`config.mk`:
```
export PLATFORM = sky130hd
export DESIGN_NAME = dpr_responder
export DESIGN_NICKNAME = d
export VERILOG_FILES = /design/src/rtl/dpr_pkg.sv /design/src/rtl/dpr_req_fifo.sv /design/src/rtl/dpr_lat_timer.sv /design/src/rtl/dpr_lane_ram.sv /design/src/rtl/dpr_responder.sv
export SDC_FILE = /design/constraint.sdc
export NUM_CORES = 2
export LEC_CHECK = 0
export ABC_CLOCK_PERIOD_IN_PS = 9300
export BUFFER_PORTS_ARGS = -buffer_cell sky130_fd_sc_hd__buf_2
export CAP_MARGIN = 20
export CELL_PAD_IN_SITES_DETAIL_PLACEMENT = 2
export CELL_PAD_IN_SITES_GLOBAL_PLACEMENT = 2
export CORE_MARGIN = 2
export CORE_UTILIZATION = 50
export CTS_CLUSTER_SIZE = 30
export DETAILED_ROUTE_END_ITERATION = 10
export MAX_ROUTING_LAYER = met4
export PLACE_DENSITY = 0.84
export SYNTH_ARGS = -nofsm -noshare
export SYNTH_HDL_FRONTEND = slang
export SYNTH_SLANG_ARGS = --single-unit
```
`constraint.sdc`:
```
create_clock -name clk -period 9.3 [get_ports clk]
set_input_delay 2.79 -clock clk [delete_from_list [all_inputs] [get_ports clk]]
set_output_delay 2.79 -clock clk [all_outputs]
set_load 0.02 [all_outputs]
```
`src/rtl/dpr_pkg.sv`:
```
package dpr_pkg;
  localparam int unsigned BYTE_W = 8;

  function automatic int unsigned lane_count(input int unsigned word_w);
    return word_w / BYTE_W;
  endfunction
endpackage

```
`src/rtl/dpr_req_fifo.sv`:
```
module dpr_req_fifo #(
  parameter type T = logic,
  parameter int unsigned DEPTH = 2,
  localparam int unsigned PTR_W = (DEPTH > 1) ? $clog2(DEPTH) : 1,
  localparam int unsigned LVL_W = $clog2(DEPTH + 1)
) (
  input  logic             clk,
  input  logic             rst_n,
  input  logic             push,
  input  T                 din,
  input  logic             pop,
  output T                 dout,
  output logic [LVL_W-1:0] level
);

  T                 slot_q [DEPTH];
  logic [PTR_W-1:0] wr_q, wr_d;
  logic [PTR_W-1:0] rd_q, rd_d;
  logic [LVL_W-1:0] lvl_q, lvl_d;

  function automatic logic [PTR_W-1:0] bump(input logic [PTR_W-1:0] p);
    return (p == PTR_W'(DEPTH - 1)) ? '0 : p + 1'b1;
  endfunction

  always_comb begin
    wr_d  = wr_q;
    rd_d  = rd_q;
    lvl_d = lvl_q;
    if (push) wr_d = bump(wr_q);
    if (pop)  rd_d = bump(rd_q);
    if (push && !pop)      lvl_d = lvl_q + 1'b1;
    else if (pop && !push) lvl_d = lvl_q - 1'b1;
  end

  always_ff @(posedge clk or negedge rst_n) begin
    if (!rst_n) begin
      wr_q  <= '0;
      rd_q  <= '0;
      lvl_q <= '0;
    end else begin
      wr_q  <= wr_d;
      rd_q  <= rd_d;
      lvl_q <= lvl_d;
    end
  end

  always_ff @(posedge clk) begin
    if (push) slot_q[wr_q] <= din;
  end

  assign dout  = slot_q[rd_q];
  assign level = lvl_q;

endmodule

```
`src/rtl/dpr_lat_timer.sv`:
```
module dpr_lat_timer #(
  parameter int unsigned LAT_W = 4
) (
  input  logic             clk,
  input  logic             rst_n,
  input  logic             run,
  input  logic             clear,
  input  logic [LAT_W-1:0] limit,
  output logic             due
);

  logic [LAT_W-1:0] cnt_q, cnt_d;
  logic             step_en;

  assign step_en = run && (cnt_q < limit);

  always_comb begin
    cnt_d = cnt_q;
    if (clear)        cnt_d = '0;
    else if (step_en) cnt_d = cnt_q + 1'b1;
  end

  always_ff @(posedge clk or negedge rst_n) begin
    if (!rst_n) cnt_q <= '0;
    else        cnt_q <= cnt_d;
  end

  assign due = run && (cnt_q >= limit);

endmodule

```
`src/rtl/dpr_lane_ram.sv`:
```
module dpr_lane_ram
  import dpr_pkg::*;
#(
  parameter int unsigned ADDR_W = 6,
  parameter int unsigned DATA_W = 32,
  localparam int unsigned LANES = lane_count(DATA_W),
  localparam int unsigned WORDS = 1 << ADDR_W
) (
  input  logic              clk,
  input  logic              wr_en,
  input  logic [ADDR_W-1:0] addr,
  input  logic [LANES-1:0]  sel,
  input  logic [DATA_W-1:0] wdata,
  output logic [DATA_W-1:0] rdata
);

  for (genvar g = 0; g < LANES; g++) begin : g_lane
    logic [BYTE_W-1:0] mem [WORDS];
    logic              lane_we;

    assign lane_we = wr_en && sel[g];

    always_ff @(posedge clk) begin
      if (lane_we) mem[addr] <= wdata[g*BYTE_W +: BYTE_W];
    end

    assign rdata[g*BYTE_W +: BYTE_W] = mem[addr];
  end

endmodule

```
`src/rtl/dpr_responder.sv`:
```
module dpr_responder
  import dpr_pkg::*;
#(
  parameter int unsigned ADDR_W = 6,
  parameter int unsigned DATA_W = 32,
  parameter int unsigned LAT_W  = 4,
  parameter int unsigned QDEPTH = 2,
  localparam int unsigned LANES = lane_count(DATA_W),
  localparam int unsigned LVL_W = $clog2(QDEPTH + 1)
) (
  input  logic              clk,
  input  logic              rst_n,
  input  logic              overlap_en,
  input  logic [LAT_W-1:0]  latency,
  input  logic              req_stb,
  input  logic              req_we,
  input  logic [LANES-1:0]  req_bsel,
  input  logic [ADDR_W-1:0] req_addr,
  input  logic [DATA_W-1:0] req_wdata,
  output logic              rsp_ack,
  output logic [DATA_W-1:0] rsp_rdata
);

  typedef struct packed {
    logic              we;
    logic [LANES-1:0]  sel;
    logic [ADDR_W-1:0] addr;
    logic [DATA_W-1:0] data;
  } req_t;

  req_t              in_req;
  req_t              head;
  logic [LVL_W-1:0]  q_level;
  logic [LVL_W-1:0]  cap;
  logic              accept;
  logic              head_valid;
  logic              serve;
  logic              ram_we;
  logic [DATA_W-1:0] ram_rdata;

  logic              ack_q, ack_d;
  logic [DATA_W-1:0] rdata_q, rdata_d;

  assign in_req     = '{we: req_we, sel: req_bsel, addr: req_addr, data: req_wdata};
  assign cap        = overlap_en ? LVL_W'(QDEPTH) : LVL_W'(1);
  assign accept     = req_stb && (q_level < cap);
  assign head_valid = (q_level != '0);
  assign ram_we     = serve && head.we;

  dpr_req_fifo #(.T(req_t), .DEPTH(QDEPTH)) u_fifo (
    .clk   (clk),
    .rst_n (rst_n),
    .push  (accept),
    .din   (in_req),
    .pop   (serve),
    .dout  (head),
    .level (q_level)
  );

  dpr_lat_timer #(.LAT_W(LAT_W)) u_timer (
    .clk   (clk),
    .rst_n (rst_n),
    .run   (head_valid),
    .clear (serve),
    .limit (latency),
    .due   (serve)
  );

  dpr_lane_ram #(.ADDR_W(ADDR_W), .DATA_W(DATA_W)) u_ram (
    .clk   (clk),
    .wr_en (ram_we),
    .addr  (head.addr),
    .sel   (head.sel),
    .wdata (head.data),
    .rdata (ram_rdata)
  );

  always_comb begin
    ack_d   = serve;
    rdata_d = (serve && !head.we) ? ram_rdata : '0;
  end

  always_ff @(posedge clk or negedge rst_n) begin
    if (!rst_n) begin
      ack_q   <= 1'b0;
      rdata_q <= '0;
    end else begin
      ack_q   <= ack_d;
      rdata_q <= rdata_d;
    end
  end

  assign rsp_ack   = ack_q;
  assign rsp_rdata = rdata_q;

endmodule

```
==> report_table.html, run 1 <==
<table>
<tr><th>Metric</th><th>Value</th></tr>
<tr><th colspan="2">Die</th></tr>
<tr><td>Die extent in y</td><td>405 microns</td></tr>
<tr><td>Number of I/O pins</td><td>84</td></tr>
<tr><td>Num rows</td><td>147</td></tr>
<tr><td>Initial core utilization</td><td>0.502</td></tr>
<tr><td>Width of the die</td><td>405 microns</td></tr>
<tr><th colspan="2">Placed design</th></tr>
<tr><td>Port Buffers</td><td>83</td></tr>
<tr><td>DPL Wire Length</td><td>188 mm</td></tr>
<tr><td>Last weighted congestion value of the routability-driven placer</td><td>0.856</td></tr>
<tr><th colspan="2">Logic synthesis</th></tr>
<tr><td>Main combinational cell family by area after synthesis</td><td>compound AO/OA/AOI/OAI gates</td></tr>
<tr><td>Post-Synth Adder-Cell Area</td><td>0.00109</td></tr>
<tr><td>Seq/Total Area, Yosys</td><td>0.810</td></tr>
<tr><td>Area leader, netlist</td><td>sky130_fd_sc_hd__edfxtp_1</td></tr>
<tr><td>Top flip-flop cell by instance count after synthesis</td><td>sky130_fd_sc_hd__edfxtp_1</td></tr>
<tr><td>#FFs+latches synth</td><td>2175</td></tr>
<tr><td>Compound-cell area share of the yosys netlist</td><td>0.0982</td></tr>
<tr><td>Multiplexer area fraction after synthesis</td><td>0.00990</td></tr>
<tr><td>Post-synthesis async set-or-reset flop share</td><td>0.0189</td></tr>
<tr><td>Instance count of the mapped netlist</td><td>4752</td></tr>
<tr><td>Top area cells in the synthesized netlist</td><td>sky130_fd_sc_hd__edfxtp_1 (80%), sky130_fd_sc_hd__o22ai_1 (6.0%), sky130_fd_sc_hd__nor3_1 (2.2%)</td></tr>
<tr><td>Post-Syn Nets</td><td>4810</td></tr>
<tr><td>Synthesis Warnings</td><td>0</td></tr>
<tr><td>EDFF count, synth</td><td>2134</td></tr>
<tr><td>Top cell type's share of synthesized area</td><td>0.798</td></tr>
<tr><td>Synth Cell Area</td><td>80300 sq um</td></tr>
<tr><td>Post-synthesis average cell area</td><td>16.9 sq um</td></tr>
<tr><td>Xor and xnor fraction of the mapped netlist area</td><td>0.000545</td></tr>
<tr><td>Number of different library cells in the post-synthesis netlist</td><td>71</td></tr>
<tr><td>Share of synthesized cell area in and, or, nand and nor gates</td><td>0.0558</td></tr>
<tr><th colspan="2">Status</th></tr>
<tr><td>Stop err</td><td>[ERROR DPL-0033] detailed placement checks failed during check placement.</td></tr>
<tr><td>Result of the run</td><td>aborted with a tool error</td></tr>
<tr><td>Step where the flow halted</td><td>3_5_place_dp</td></tr>
</table>
## metrics by stage
stage                   hold WS (ns)  area, sq um  std cells  setup WS [ns]
after global placement         0.519        82200       6638           2.77
after floorplan                0.460        80300       4752           3.74
## cells in the mapped netlist, types with 8 or more instances
cell and count:
sky130_fd_sc_hd__nor4_1 34, sky130_fd_sc_hd__mux2_2 56, sky130_fd_sc_hd__dfrtp_1 41, sky130_fd_sc_hd__and2_1 8
sky130_fd_sc_hd__o22a_1 86, sky130_fd_sc_hd__buf_6 33, sky130_fd_sc_hd__and3_1 25, sky130_fd_sc_hd__buf_1 23
sky130_fd_sc_hd__nand3_1 15, sky130_fd_sc_hd__nor3_1 357, sky130_fd_sc_hd__a21o_1 11, sky130_fd_sc_hd__a21oi_1 148
sky130_fd_sc_hd__o221ai_1 79, sky130_fd_sc_hd__or3_1 11, sky130_fd_sc_hd__buf_4 39, sky130_fd_sc_hd__nand2_1 116
sky130_fd_sc_hd__o21ai_0 15, sky130_fd_sc_hd__a22oi_1 20, sky130_fd_sc_hd__nor2_1 338, sky130_fd_sc_hd__inv_1 9
sky130_fd_sc_hd__buf_2 179, sky130_fd_sc_hd__o22ai_1 775, sky130_fd_sc_hd__clkbuf_1 59, sky130_fd_sc_hd__a31oi_1 30
sky130_fd_sc_hd__edfxtp_1 2134
## cell families after synthesis
group	count (synthesis)
compound gates	1204
xor+xnor	5
fa+ha+maj	7
buf+inv	344
flops	2175
mux	66
simple gates	951
==> inputs of run 2 (changes only) <==
Settings changed: CELL_PAD_IN_SITES_DETAIL_PLACEMENT 2 to unset, CELL_PAD_IN_SITES_GLOBAL_PLACEMENT 2 to unset, CORE_UTILIZATION 50 to 35, CTS_CLUSTER_SIZE 30 to unset, MAX_ROUTING_LAYER met4 to unset, PLACE_DENSITY 0.84 to unset, PLACE_DENSITY_LB_ADDON set to 0.15.
==> report_table.html, run 2 <==
<table>
<tr><th>Metric</th><th>Value</th></tr>
<tr><th colspan="2">Cells and area</th></tr>
<tr><td>Number of standard cells in the layout, taps in and fillers out</td><td>8118</td></tr>
<tr><td>Number of flip-flops under the largest register name</td><td>2048</td></tr>
<tr><td>Multi-input gate area</td><td>13500 sq um</td></tr>
<tr><td>Top register by number of flip-flops</td><td>u_ram.g_lane.mem</td></tr>
<tr><td>Most used cells in the layout excluding fill and tap cells</td><td>sky130_fd_sc_hd__edfxtp_1 (2134), sky130_fd_sc_hd__o22ai_1 (775), sky130_fd_sc_hd__nor3_1 (356), sky130_fd_sc_hd__nor2_1 (337), sky130_fd_sc_hd__clkbuf_16 (222)</td></tr>
<tr><td>Area taken by flip-flops and latches</td><td>65100 sq um</td></tr>
<tr><td>Net count reported at finish</td><td>4973</td></tr>
<tr><td>Area delta synth-&gt;final</td><td>13.3%</td></tr>
<tr><td>Leading cell type in the layout, fill and taps excluded</td><td>sky130_fd_sc_hd__edfxtp_1</td></tr>
<tr><td>Final instance area</td><td>91100 sq um</td></tr>
<tr><td>Fill cell total of the finished layout</td><td>20700</td></tr>
<tr><td>Proportion of layout cells with a drive suffix above 1</td><td>0.133</td></tr>
<tr><th colspan="2">Timing</th></tr>
<tr><td>Relative slew slack</td><td>0.216</td></tr>
<tr><td>Setup violation total in the final timing report</td><td>0</td></tr>
<tr><td>Worst-Margin Slew</td><td>1.17 ns</td></tr>
<tr><td>Final count of pins violating max slew</td><td>0</td></tr>
<tr><td>Hold Fails Final Rpt</td><td>0</td></tr>
<tr><td>Fin crit period</td><td>6.24 ns</td></tr>
<tr><td>Part of the cycle the worst path needs</td><td>0.671</td></tr>
<tr><td>Setup skew after layout</td><td>0.0328 ns</td></tr>
<tr><td>Unrepaired setup endpoints after global routing</td><td>no</td></tr>
<tr><td>Worst hold slack</td><td>0.533 ns</td></tr>
<tr><td>Maximum clock frequency</td><td>0.160 GHz</td></tr>
<tr><td>Final TNS setup</td><td>0 ns</td></tr>
<tr><th colspan="2">Setup path</th></tr>
<tr><td>Length in cells of the worst reg-to-reg path</td><td>10</td></tr>
<tr><td>Worst setup path endpoint</td><td>u_ram.g_lane[0].mem[38][4]</td></tr>
<tr><td>Critical Path Start Type</td><td>primary input</td></tr>
<tr><td>Slowest cell on the critical path</td><td>sky130_fd_sc_hd__nor3_1</td></tr>
<tr><td>Required time at the endpoint of the critical path</td><td>9.76 ns</td></tr>
<tr><td>Cell family contributing the most delay on the critical path</td><td>simple AND/OR/NAND/NOR gates</td></tr>
<tr><td>Crit path top cell by count</td><td>sky130_fd_sc_hd__a21o_1</td></tr>
<tr><td>CP Capture Type</td><td>flip-flop</td></tr>
<tr><td>Maximum single-stage delay on the critical path</td><td>0.89 ns</td></tr>
<tr><td>Buf/Inv on CP</td><td>2</td></tr>
<tr><td>Endpoint of the most critical register-to-register path</td><td>u_ram.g_lane[0].mem[38][4]</td></tr>
<tr><td>Internal reg-to-reg setup slack</td><td>4.62 ns</td></tr>
<tr><td>Launch instance of the worst register-to-register path</td><td>u_timer.cnt_q[0]</td></tr>
<tr><td>Origin of the worst setup path</td><td>latency[0]</td></tr>
<tr><td>Total number of cells along the worst setup path</td><td>10</td></tr>
<tr><td>Data arrival at the endpoint of the critical path</td><td>6.71 ns</td></tr>
<tr><td>Critical path peak fanout</td><td>28</td></tr>
<tr><td>Cells along the critical path</td><td>buf_2 &gt; ha_1 &gt; nand2b_1 &gt; a21o_1 &gt; a21o_1 &gt; a21oi_1 &gt; nor3_4 &gt; nand2_2 &gt; buf_4 &gt; nor3_1</td></tr>
<tr><td>Category of the critical setup timing path</td><td>in -&gt; reg</td></tr>
<tr><th colspan="2">Logic synthesis</th></tr>
<tr><td>Instance count of the mapped netlist</td><td>4752 (unchanged)</td></tr>
<tr><td>Synth Cell Area</td><td>80300 sq um (unchanged)</td></tr>
<tr><td>Post-synthesis average cell area</td><td>16.9 sq um (unchanged)</td></tr>
<tr><td>Top cell type's share of synthesized area</td><td>0.798 (unchanged)</td></tr>
<tr><td>Synthesis Warnings</td><td>0 (unchanged)</td></tr>
<tr><td>#FFs+latches synth</td><td>2175 (unchanged)</td></tr>
<tr><td>Post-synthesis async set-or-reset flop share</td><td>0.0189 (unchanged)</td></tr>
<tr><td>Ranking of synthesized cells by instance count</td><td>sky130_fd_sc_hd__edfxtp_1 (2134), sky130_fd_sc_hd__o22ai_1 (775), sky130_fd_sc_hd__nor3_1 (357)</td></tr>
<tr><td>Number of different library cells in the post-synthesis netlist</td><td>71 (unchanged)</td></tr>
<tr><td>Top area cells in the synthesized netlist</td><td>sky130_fd_sc_hd__edfxtp_1 (80%), sky130_fd_sc_hd__o22ai_1 (6.0%), sky130_fd_sc_hd__nor3_1 (2.2%)</td></tr>
<tr><td>Area leader, netlist</td><td>sky130_fd_sc_hd__edfxtp_1</td></tr>
<tr><td>Post-Syn Nets</td><td>4810 (unchanged)</td></tr>
<tr><td>Top flip-flop cell by instance count after synthesis</td><td>sky130_fd_sc_hd__edfxtp_1</td></tr>
<tr><td>EDFF count, synth</td><td>2134 (unchanged)</td></tr>
<tr><td>Seq/Total Area, Yosys</td><td>0.810 (unchanged)</td></tr>
<tr><td>Most frequent cell after synthesis</td><td>sky130_fd_sc_hd__edfxtp_1</td></tr>
<tr><th colspan="2">Global routing</th></tr>
<tr><td>Vias in the first global route</td><td>45100</td></tr>
<tr><td>GRT Overall Usage</td><td>0.204</td></tr>
<tr><td>Antenna violations before repair</td><td>13</td></tr>
<tr><td>Largest net degree at the start of global routing</td><td>117</td></tr>
<tr><td>Leftover overflow at the end of global routing</td><td>0</td></tr>
<tr><td>Wire length of the first global-routing pass</td><td>345 mm</td></tr>
<tr><th colspan="2">Pwr</th></tr>
<tr><td>Final total power</td><td>26800 uW</td></tr>
<tr><td>Pwr Density</td><td>295 nW/um^2</td></tr>
<tr><td>Max rail drop VDD</td><td>198 uV</td></tr>
<tr><td>Leakage power total</td><td>0.0282 uW</td></tr>
<tr><th colspan="2">Clock network</th></tr>
<tr><td>CTS root buffer</td><td>sky130_fd_sc_hd__clkbuf_16</td></tr>
<tr><td>Count of instances resized after the clock tree is built</td><td>0</td></tr>
<tr><td>Clock insertion delay at the later pin of the skew report</td><td>0.86 ns</td></tr>
<tr><td>Number of hold buffers added after CTS</td><td>0</td></tr>
<tr><td>CTS clk-pin slew, worst paths</td><td>0.06 ns</td></tr>
<tr><td>Total number of H-tree levels</td><td>4</td></tr>
<tr><td>Clk buf depth</td><td>3</td></tr>
<tr><td>TritonCTS clock tree</td><td>built</td></tr>
<tr><td>Number of clock sinks</td><td>2175</td></tr>
<tr><td>Setup Fix Bufs, Post-CTS</td><td>0</td></tr>
<tr><td>Cts bufs inserted</td><td>220</td></tr>
<tr><th colspan="2">Die</th></tr>
<tr><td>Initial core utilization</td><td>0.353 (-0.149)</td></tr>
<tr><td>Num rows</td><td>175 (+19%)</td></tr>
<tr><td>Core area</td><td>228000 sq um</td></tr>
<tr><td>Area enclosed by the die boundary</td><td>233000 sq um</td></tr>
<tr><td>Die extent in y</td><td>483 microns (+19%)</td></tr>
<tr><td>Width of the die</td><td>483 microns (+19%)</td></tr>
<tr><td>Number of I/O pins</td><td>84 (unchanged)</td></tr>
<tr><th colspan="2">Status</th></tr>
<tr><td>Result of the run</td><td>complete, no violations</td></tr>
<tr><th colspan="2">Placed design</th></tr>
<tr><td>Port Buffers</td><td>83 (unchanged)</td></tr>
<tr><td>Last weighted congestion value of the routability-driven placer</td><td>0.804 (-6.1%)</td></tr>
<tr><td>Placed cell areas</td><td>83500 sq um</td></tr>
<tr><td>DPL Wire Length</td><td>139 mm (-26%)</td></tr>
<tr><td>Cell total after placement</td><td>7583</td></tr>
<tr><th colspan="2">Detailed routing</th></tr>
<tr><td>Via count normalized by instance count</td><td>5.65</td></tr>
<tr><td>Number of search-and-repair iterations in the first detailed-routing pass</td><td>6</td></tr>
<tr><td>Post-DRT Antenna Nets</td><td>0</td></tr>
<tr><td>WL final</td><td>246 mm</td></tr>
<tr><td>Vias</td><td>45900</td></tr>
<tr><td>First DRT Iteration DRCs</td><td>5417</td></tr>
<tr><td>Wirelength per Cell</td><td>30.3 microns</td></tr>
<tr><td>Remaining routing DRC violations</td><td>0</td></tr>
<tr><th colspan="2">Worst hold path</th></tr>
<tr><td>Worst hold path type</td><td>reg -&gt; reg</td></tr>
<tr><th colspan="2">Job</th></tr>
<tr><td>Number of violations of the max-capacitance limit</td><td>0</td></tr>
</table>
[run 2: cell counts after synthesis]
Identical to the previous run, type by type.
[run 2: area by class of cell]
type                            instances  share of cell area
Inverter                                9            0.000371
Sequential cell                      2175               0.715
Multi-Input combinational cell       2233               0.148
Timing Repair Buffer                  276              0.0196
Antenna cell                            7            0.000192
Clock inverter                        122              0.0109
Clock buffer                          287              0.0642
Tap cell                             3009              0.0413
[run 2: kinds of logic after synthesis]
family / synth area share
AOI/OAI and AO/OA: 0.0982
xor gates and xnor gates: 0.000545
adders and majority gates: 0.00109
buffers and inverters: 0.0241
DFF: 0.810
muxes: 0.00990
and+or+nand+nor: 0.0558
[run 2: worst register-to-register path: cells and delay by family, from the launching register on]
kind,cells,cell delay (ns)
and+or+nand+nor,4,2.55
buffers and inverters,2,0.69
DFF,1,0.41
AOI/OAI and AO/OA,3,0.40
adders and majority gates,1,0.26
[run 2: stage by stage]
stage | utilization | worst slack (ns)
after floorplan | - | 3.74
after global placement | 0.367 | 2.27
after detailed placement | 0.367 | 2.17
after CTS | 0.397 | 3.09
after global routing | 0.400 | 3.01
final | 0.400 | 3.06
[run 2: layer usage]
metal,part of all wire,up-vias,GRT usage
li1,-,19800,-
met1,0.44,23900,0.292
met2,0.47,1871,0.324
met3,0.068,331,0.0335
met4,0.022,4,0.0530
met5,0.00010,-,0
[run 2: how the worst min path moves through the flow]
stage                                from         endpoint  slack [ns]  depth (start not counted)
after global routing      u_fifo.level[1]  u_fifo.level[1]        0.56                          1
after global placement    u_fifo.level[1]  u_fifo.level[1]        0.53                          1
after floorplan               u_fifo.wr_q      u_fifo.wr_q        0.46                          1
final                     u_fifo.level[1]  u_fifo.level[1]        0.53                          1
after CTS                 u_fifo.level[1]  u_fifo.level[1]        0.55                          1
after detailed placement  u_fifo.level[1]  u_fifo.level[1]        0.53                          1
[run 2: power by group]
| group | total, uW | switching [uW] | internal (uW) | leakage, uW |
|---|---|---|---|---|
| Combinational | 6070 | 4810 | 1260 | 0.00510 |
| Sequential | 12200 | 179 | 12100 | 0.0197 |
| Clock | 8510 | 3760 | 4750 | 0.00334 |
| Total | 26800 | 8750 | 18100 | 0.0282 |
Power figures use the tool's default switching activity.
